**config.mk**
```make
export PLATFORM = sky130hd
export DESIGN_NAME = alu_flag_unit
export DESIGN_NICKNAME = d
export VERILOG_FILES = /design/src/rtl/alu_flag_pkg.sv /design/src/rtl/alu_flag_calc.sv /design/src/rtl/alu_flag_store.sv /design/src/rtl/alu_flag_unit.sv
export SDC_FILE = /design/constraint.sdc
export NUM_CORES = 1
export LEC_CHECK = 0
export ABC_AREA = 1
export BUFFER_PORTS_ARGS = -buffer_cell sky130_fd_sc_hd__buf_2
export CAP_MARGIN = 20
export CORE_MARGIN = 2
export CORE_UTILIZATION = 45
export CTS_CLUSTER_SIZE = 10
export DETAILED_ROUTE_END_ITERATION = 10
export GPL_ROUTABILITY_DRIVEN = 1
export GPL_TIMING_DRIVEN = 0
export PLACE_DENSITY = 0.69
export SETUP_SLACK_MARGIN = 0.2
export SLEW_MARGIN = 40
export SYNTH_ARGS = -nofsm -noshare
export SYNTH_HDL_FRONTEND = slang
export SYNTH_SLANG_ARGS = --single-unit
```
**constraint.sdc**
```tcl
create_clock -name clk -period 8.3 [get_ports clk]
set_input_delay 0.415 -clock clk [delete_from_list [all_inputs] [get_ports clk]]
set_output_delay 0.415 -clock clk [all_outputs]
set_load 0.03 [all_outputs]
```
**src/rtl/alu_flag_pkg.sv**
```systemverilog
package alu_flag_pkg;
  localparam int DATA_W = 8;
  localparam int NIB_W  = DATA_W / 2;
  localparam int NFLAG  = 5;

  // packed byte positions (consumed by push/pop of the flag word)
  localparam int POS_S  = 7;
  localparam int POS_Z  = 6;
  localparam int POS_AC = 4;
  localparam int POS_P  = 2;
  localparam int POS_CY = 0;
  localparam int POS_ONE = 1;

  typedef enum logic [3:0] {
    OP_ADD = 4'd0, OP_ADC = 4'd1, OP_SUB = 4'd2, OP_SBB = 4'd3,
    OP_CMP = 4'd4, OP_AND = 4'd5, OP_OR  = 4'd6, OP_XOR = 4'd7,
    OP_ROL = 4'd8, OP_ROR = 4'd9
  } op_e;

  typedef struct packed {
    logic s;
    logic z;
    logic ac;
    logic p;
    logic cy;
  } flags_t;

  typedef struct packed {
    logic [DATA_W-1:0] res;
    logic              co;
    logic              hc;
  } arith_t;

  function automatic logic f_even_par(input logic [DATA_W-1:0] v);
    return ~(^v);
  endfunction

  function automatic arith_t f_add(input logic [DATA_W-1:0] a,
                                   input logic [DATA_W-1:0] b,
                                   input logic c);
    arith_t r;
    logic [DATA_W:0] full;
    logic [NIB_W:0]  low;
    full  = {1'b0, a} + {1'b0, b} + {{DATA_W{1'b0}}, c};
    low   = {1'b0, a[NIB_W-1:0]} + {1'b0, b[NIB_W-1:0]} + {{NIB_W{1'b0}}, c};
    r.res = full[DATA_W-1:0];
    r.co  = full[DATA_W];
    r.hc  = low[NIB_W];
    return r;
  endfunction

  function automatic arith_t f_sub(input logic [DATA_W-1:0] a,
                                   input logic [DATA_W-1:0] b,
                                   input logic c);
    arith_t r;
    logic [DATA_W:0] full;
    logic [NIB_W:0]  low;
    full  = {1'b0, a} - {1'b0, b} - {{DATA_W{1'b0}}, c};
    low   = {1'b0, a[NIB_W-1:0]} - {1'b0, b[NIB_W-1:0]} - {{NIB_W{1'b0}}, c};
    r.res = full[DATA_W-1:0];
    r.co  = full[DATA_W];
    r.hc  = low[NIB_W];
    return r;
  endfunction
endpackage

```
**src/rtl/alu_flag_calc.sv**
```systemverilog
module alu_flag_calc
  import alu_flag_pkg::*;
(
  input  logic [DATA_W-1:0] opa,
  input  logic [DATA_W-1:0] opb,
  input  logic              cin,
  input  logic [3:0]        op,
  output flags_t            nxt_flags,
  output flags_t            wr_mask
);
  arith_t            sum_r;
  arith_t            dif_r;
  logic              use_c;
  logic [DATA_W-1:0] res;

  assign use_c = (op == OP_ADC) || (op == OP_SBB);
  assign sum_r = f_add(opa, opb, use_c & cin);
  assign dif_r = f_sub(opa, opb, use_c & cin);

  always_comb begin
    res       = '0;
    nxt_flags = '0;
    wr_mask   = '0;
    case (op)
      OP_ADD, OP_ADC: begin
        res          = sum_r.res;
        nxt_flags.cy = sum_r.co;
        nxt_flags.ac = sum_r.hc;
        wr_mask      = '1;
      end
      OP_SUB, OP_SBB, OP_CMP: begin
        res          = dif_r.res;
        nxt_flags.cy = dif_r.co;
        nxt_flags.ac = dif_r.hc;
        wr_mask      = '1;
      end
      OP_AND: begin res = opa & opb; wr_mask = '1; end
      OP_OR:  begin res = opa | opb; wr_mask = '1; end
      OP_XOR: begin res = opa ^ opb; wr_mask = '1; end
      OP_ROL: begin
        res          = {opa[DATA_W-2:0], opa[DATA_W-1]};
        nxt_flags.cy = opa[DATA_W-1];
        wr_mask.cy   = 1'b1;
      end
      OP_ROR: begin
        res          = {opa[0], opa[DATA_W-1:1]};
        nxt_flags.cy = opa[0];
        wr_mask.cy   = 1'b1;
      end
      default: wr_mask = '0;
    endcase
    nxt_flags.s = res[DATA_W-1];
    nxt_flags.z = (res == '0);
    nxt_flags.p = f_even_par(res);
  end

  always_comb begin
    if (op == OP_AND || op == OP_OR || op == OP_XOR)
      assert (nxt_flags.cy == 1'b0 && nxt_flags.ac == 1'b0);
  end
endmodule

```
**src/rtl/alu_flag_store.sv**
```systemverilog
module alu_flag_store
  import alu_flag_pkg::*;
(
  input  logic   clk,
  input  logic   rst,
  input  logic   upd_en,
  input  flags_t nxt_flags,
  input  flags_t wr_mask,
  output flags_t cur_flags
);
  always_ff @(posedge clk) begin
    if (rst)
      cur_flags <= '0;
    else if (upd_en)
      cur_flags <= (cur_flags & ~wr_mask) | (nxt_flags & wr_mask);
  end

  AST_RESET_CLEAR: assert property (@(posedge clk) rst |=> cur_flags == '0);
  AST_HOLD_NO_UPD: assert property (@(posedge clk) disable iff (rst)
    !upd_en |=> $stable(cur_flags));
  AST_ZERO_MASK_HOLD: assert property (@(posedge clk) disable iff (rst)
    (wr_mask == '0) |=> $stable(cur_flags));
endmodule

```
**src/rtl/alu_flag_unit.sv**
```systemverilog
module alu_flag_unit
  import alu_flag_pkg::*;
#(
  parameter int W = DATA_W
) (
  input  logic         clk,
  input  logic         rst,
  input  logic [W-1:0] opa,
  input  logic [W-1:0] opb,
  input  logic         cin,
  input  logic [3:0]   op,
  input  logic         upd_en,
  output logic [7:0]   flag_byte,
  output logic         f_s,
  output logic         f_z,
  output logic         f_ac,
  output logic         f_p,
  output logic         f_cy
);
  flags_t nxt_flags;
  flags_t wr_mask;
  flags_t cur_flags;

  alu_flag_calc u_calc (
    .opa(opa), .opb(opb), .cin(cin), .op(op),
    .nxt_flags(nxt_flags), .wr_mask(wr_mask)
  );

  alu_flag_store u_store (
    .clk(clk), .rst(rst), .upd_en(upd_en),
    .nxt_flags(nxt_flags), .wr_mask(wr_mask), .cur_flags(cur_flags)
  );

  assign f_s  = cur_flags.s;
  assign f_z  = cur_flags.z;
  assign f_ac = cur_flags.ac;
  assign f_p  = cur_flags.p;
  assign f_cy = cur_flags.cy;

  always_comb begin
    flag_byte          = '0;
    flag_byte[POS_S]   = cur_flags.s;
    flag_byte[POS_Z]   = cur_flags.z;
    flag_byte[POS_AC]  = cur_flags.ac;
    flag_byte[POS_P]   = cur_flags.p;
    flag_byte[POS_CY]  = cur_flags.cy;
    flag_byte[POS_ONE] = 1'b1;
  end

  AST_PACK_FIXED: assert property (@(posedge clk) disable iff (rst)
    flag_byte[1] && !flag_byte[3] && !flag_byte[5]);
  AST_CMP_EQUAL: assert property (@(posedge clk) disable iff (rst)
    (upd_en && op == OP_CMP && opa == opb) |=> (f_z && !f_cy && !f_ac && f_p));
  AST_LOGIC_NO_CY: assert property (@(posedge clk) disable iff (rst)
    (upd_en && (op == OP_AND || op == OP_OR || op == OP_XOR)) |=> (!f_cy && !f_ac));
  AST_ROT_KEEP: assert property (@(posedge clk) disable iff (rst)
    (upd_en && (op == OP_ROL || op == OP_ROR))
      |=> ($stable(f_s) && $stable(f_z) && $stable(f_ac) && $stable(f_p)));
  AST_ROL_CY: assert property (@(posedge clk) disable iff (rst)
    (upd_en && op == OP_ROL) |=> (f_cy == $past(opa[W-1])));
endmodule

```
-- Word level (Yosys, flattened, before mapping)
Index checks and enable logic that the tools add are counted.
- reductions and logical operators: 8
- add/sub/neg operators: 8
- mux-type cells: 5
- equal/unequal tests: 9
- bitwise operators: 9
- operators with widths (operator ; number):
    8-bit case mux with 7 select lines ; 1
    4-bit by 3-bit == test with 1-bit output (second input constant) ; 4
    5-bit bitwise AND ; 2
    10-bit OR reduction ; 1
    8-bit by 8-bit adder with 9-bit output ; 1
    9-bit by 1-bit adder with 9-bit output ; 1
    8-bit by 8-bit subtractor with 9-bit output ; 1
    9-bit by 1-bit subtractor with 9-bit output ; 1
    8-bit bitwise AND ; 1
    4-bit by 2-bit == test with 1-bit output (second input constant) ; 2
    4-bit == test (second input constant) ; 2
    8-bit logical NOT ; 1
    8-bit bitwise OR ; 1
    8-bit OR reduction ; 1
    8-bit XOR reduction ; 1
    8-bit XOR ; 1
    4-bit by 4-bit adder with 5-bit output ; 1
    5-bit by 1-bit adder with 5-bit output ; 1
    5-bit inverter ; 1
    5-bit bitwise OR ; 1
    4-bit by 4-bit subtractor with 5-bit output ; 1
    5-bit by 1-bit subtractor with 5-bit output ; 1
    4-bit by 1-bit == test with 1-bit output (second input constant) ; 1
    4-bit logical NOT ; 1
    9 further kinds ; 9
- bits in registers: 5
- word-level logic and storage cells: 44
- output and inout bits: 13
- input port bits: 24

-- Logic depth before layout (Yosys ltp)
- word-level depth: 9
- gate-level depth with buffers: 23
- gate-level depth less buffers: 23

-- By module
Synthesis repeated with hierarchy kept, for this count alone.
- cells, all modules: 340
- area, all modules: 1995.7 µm²
- modules (own cells, without submodules) (module ; seq. area each (µm²) ; cells each ; area each (µm²) ; times used):
    alu_flag_calc ; 0.0 ; 294 ; 1710.4 ; 1
    alu_flag_store ; 100.1 ; 36 ; 217.7 ; 1
    alu_flag_unit ; 0.0 ; 10 ; 67.6 ; 1

-- Worst setup path before layout
No wires, ideal clock.
- path kind: input to register
- start: input port op[3]
- end: register (tool-made name)
- library setup time: 117 ps
- setup slack: 4723 ps
- required time: 8183 ps
- path buffers: 0
- arrival: 3459 ps
- stages: 21
- cells stage by stage: inv_2 > nand4_1 > fa_1 > inv_1 > ha_1 > or2_2 > fa_1 > inv_1 > nand2_1 > nand2_1 > nand2_1 > a31oi_1 > nand2_1 > nand2_1 > nor2_1 > nor2_1 > ha_1 > xnor2_1 > nor2_1 > o221ai_1 > inv_1
- RTL lines (what ; line ; text):
    from (decl) ; alu_flag_unit.sv:11 ; input logic [3:0] op,

==> impl_results.md <==
* Die X at 67.87 um
* Final ANT Viol Nets at 0
* Pwr Density at slightly above 100 nW/um^2
* Critical path peak fanout at 5
* Final Hold Violating Endpoints at 0
* Tcrit/Tclk final at a little under half
* Die ar. at around 4600 sq um
* Status: completed
* DR WL/cell at between 10 and 15 um
* Worst path slowest cell: fa_1
* Clock sinks at 5
* Worst setup EP type: register
* H-tree level count at 1
* Share of cells above drive strength 1 at 16.81%
* First-pass GRT wire length at 7438 um
* Comb pwr share at roughly two thirds
* Ports at 37
* Largest net degree at the start of global routing at 11
* Max VDD drop at 37.11 uV
* Final hold slack at 363.6 ps
* FF+latch count, synth at 5
* Buf/Inv on CP at 5
* Starting Density at between 40 and 50%
* Total Power at 0.2156 mW
* Port Buffers at 33
* RSZ-0062 raised after global routing: no
* WS Path Type: in -> reg
* Sequential fraction of design power at between 10% and 20%
* Layout Skew at 0 ps
* Setup violators final at 0
* Iteration-0 DRC Markers at 97
* Commonest non-fill, non-tap cell in the layout: nand2_1
* Cell internal pwr at ~0.11 mW
* Post-synth top area cell: ha_1
* WL met3 at 262 um
* Most common cell type on the critical path: nor2_1
* Mapped cell area at 1836 sq um
* CTS tree: built
* Psw at 0.1026 mW
* MaxCap Viol Count at 0
* Wire length on met1 at 2021 um
* Critical path startpoint category: primary input
* Routed WL at between 4000 and 5000 um
* Cts repair resizes at 0
* Area grow syn2layout at 15.07%
* Hpwl dp at 3841 um
* Nets at ~410
* GRT overflow at 0
* Hold Buf Count CTS at 0
* Die H at approximately 68 um
* Final worst-path setup slack at between 4000 and 5000 ps
* Fin Setup TNS at 0 ps
* Worst-Skew Late Latency at roughly 220 ps
* Placed insts at around 400
* Remaining DRCs at 0
* Crit path DAT at approximately 4000 ps
* Fill count at approximately 420
* CTS buffer count at 3
* Non-Filler Instances at between 400 and 500
* Area of the multi-input gates at around 1400 sq um
* FP Rows at 23
* Clock Tree Root: clkbuf_8
* Period minus WS final at roughly 4000 ps
* Critical-path cell list: buf_2 -> inv_2 -> nand4_1 -> fa_1 -> inv_1 -> ha_1 -> or2_2 -> fa_1 -> inv_1 -> nand2_1 -> nand2_1 -> nand2_1 -> a31oi_1 -> nor2_1 -> nor2_1 -> nor2_1 -> ha_1 -> xnor2_1 -> nor2_1 -> o221ai_1 -> inv_1
* Syn. warnings at 0
* Post-synthesis cell count at between 300 and 400
* N_diodes at 0
* FF+latch area at 100.1 sq um
* DR pass1 iterations at 4
* Vias in the first global route at 1700
* Distinct cells, synth at 28
* Post-synthesis sequential area ratio at ~5.5%
* Min-delay worst type: in -> reg
* CP top delay family: adder cells
* Most frequent cells in the layout: nand2_1 (78), inv_1 (61), ha_1 (35), buf_2 (34), nor2_1 (25)
* Clock power share at around a fifth
* Std-Cell Core Area at 3971 sq um
* Dpl ws at around 4200 ps
* Worst path required time at roughly 8400 ps
* Metal2 WL at around 2300 um
* Fin. max-slew vios at 0
* Total track usage at a little over a fifth
* RD Place Congestion at 0.9271
* Net Sw Frac at between 40% and 50%
* Highest metal used: met4
* Leak at ~1.2 nW
* Initial antenna violation count at 0
* DR vias at approximately 2000
* Crit path largest cell delay at 590 ps
* Top achievable clock speed at about 260 MHz
* Area contributors post-synth: ha_1 (24%), nand2_1 (16%), inv_1 (12%)
* Setup bufs post-CTS at 0
* DR vias/cell at 4.990
* Mean Syn Cell Area at between 5 and 6 sq um
* Clock Pin Slew Worst Setup and Hold Paths at approximately 30 ps
* Area share of the largest cell type after synthesis at 23.86%
* Buffer depth of the longest clock path at 2
[per-stage QoR]
stage	utilization, %	area [sq um]
2_1_floorplan	-	1839
3_3_place_gp	52.05	2067
5_1_grt	53.18	2112
4_1_cts	53.18	2112
3_5_place_dp	52.05	2067
6_report	53.18	2112
[worst register-to-register path, cell delays in order (launching register included)]
cell and delay (ps):
dfxtp_1 310, o21ai_0 180, nor2_1 70
[per-layer routing]
| metal | vias to the layer above | GRT usage, % |
|---|---|---|
| met4 | 0 | 5.250 |
| met2 | 58 | 37.13 |
| met3 | 5 | 1.480 |
| li1 | 1060 | - |
| met5 | - | 0 |
| met1 | 878 | 27.63 |
[cell usage after synthesis, drive strengths merged]
cell type   n
xor2        2
o221ai      1
xnor2       2
fa          3
nand4       3
o211ai      3
nor3        7
nand3      20
or2         3
buf         9
o21ai      13
dfxtp       5
nand2      78
o22ai      13
ha         35
a21oi      15
nor2       29
a31oi       3
conb        2
inv        67
[worst paths after layout]
check / from / to / slack (ps) / cells past startpoint
max: op[3] / register / 4390 / 21
min: rst / register / 360 / 2
max reg2reg: register / register / 7630 / 2
min reg2reg: register / register / 480 / 2
[power by group through the flow]
| stage | clock [mW] | combinational, mW | sequential, mW |
|---|---|---|---|
| after floorplan | 0 | 0.102 | 0.0312 |
| after global placement | 0 | 0.140 | 0.0275 |
| after detailed placement | 0 | 0.142 | 0.0276 |
| after CTS | 0.0453 | 0.143 | 0.0273 |
| after global routing | 0.0482 | 0.162 | 0.0275 |
| final | 0.0451 | 0.143 | 0.0272 |
[final cells by class]
cell class / count / area share (%)
Multi-Input combinational cell: 233 / 67.36
Timing Repair Buffer: 33 / 7.820
Sequential cell: 5 / 4.739
Tap cell: 50 / 2.962
Clock buffer: 4 / 2.133
Buffer: 9 / 3.081
Inverter: 67 / 11.91
[logic make-up (layout without fill, tap and decap cells)]
logic type	count (synthesis)	count (layout)	share of synthesized area (%)
buffers and inverters	76	113	17.25
and+or+nand+nor	140	140	33.06
AOI/OAI and AO/OA	48	48	14.79
xor gates and xnor gates	4	4	1.909
DFF	5	5	5.454
other	2	3	0.4092
adders and majority gates	38	38	27.13
No activity file was read; power rests on OpenSTA's default activity.
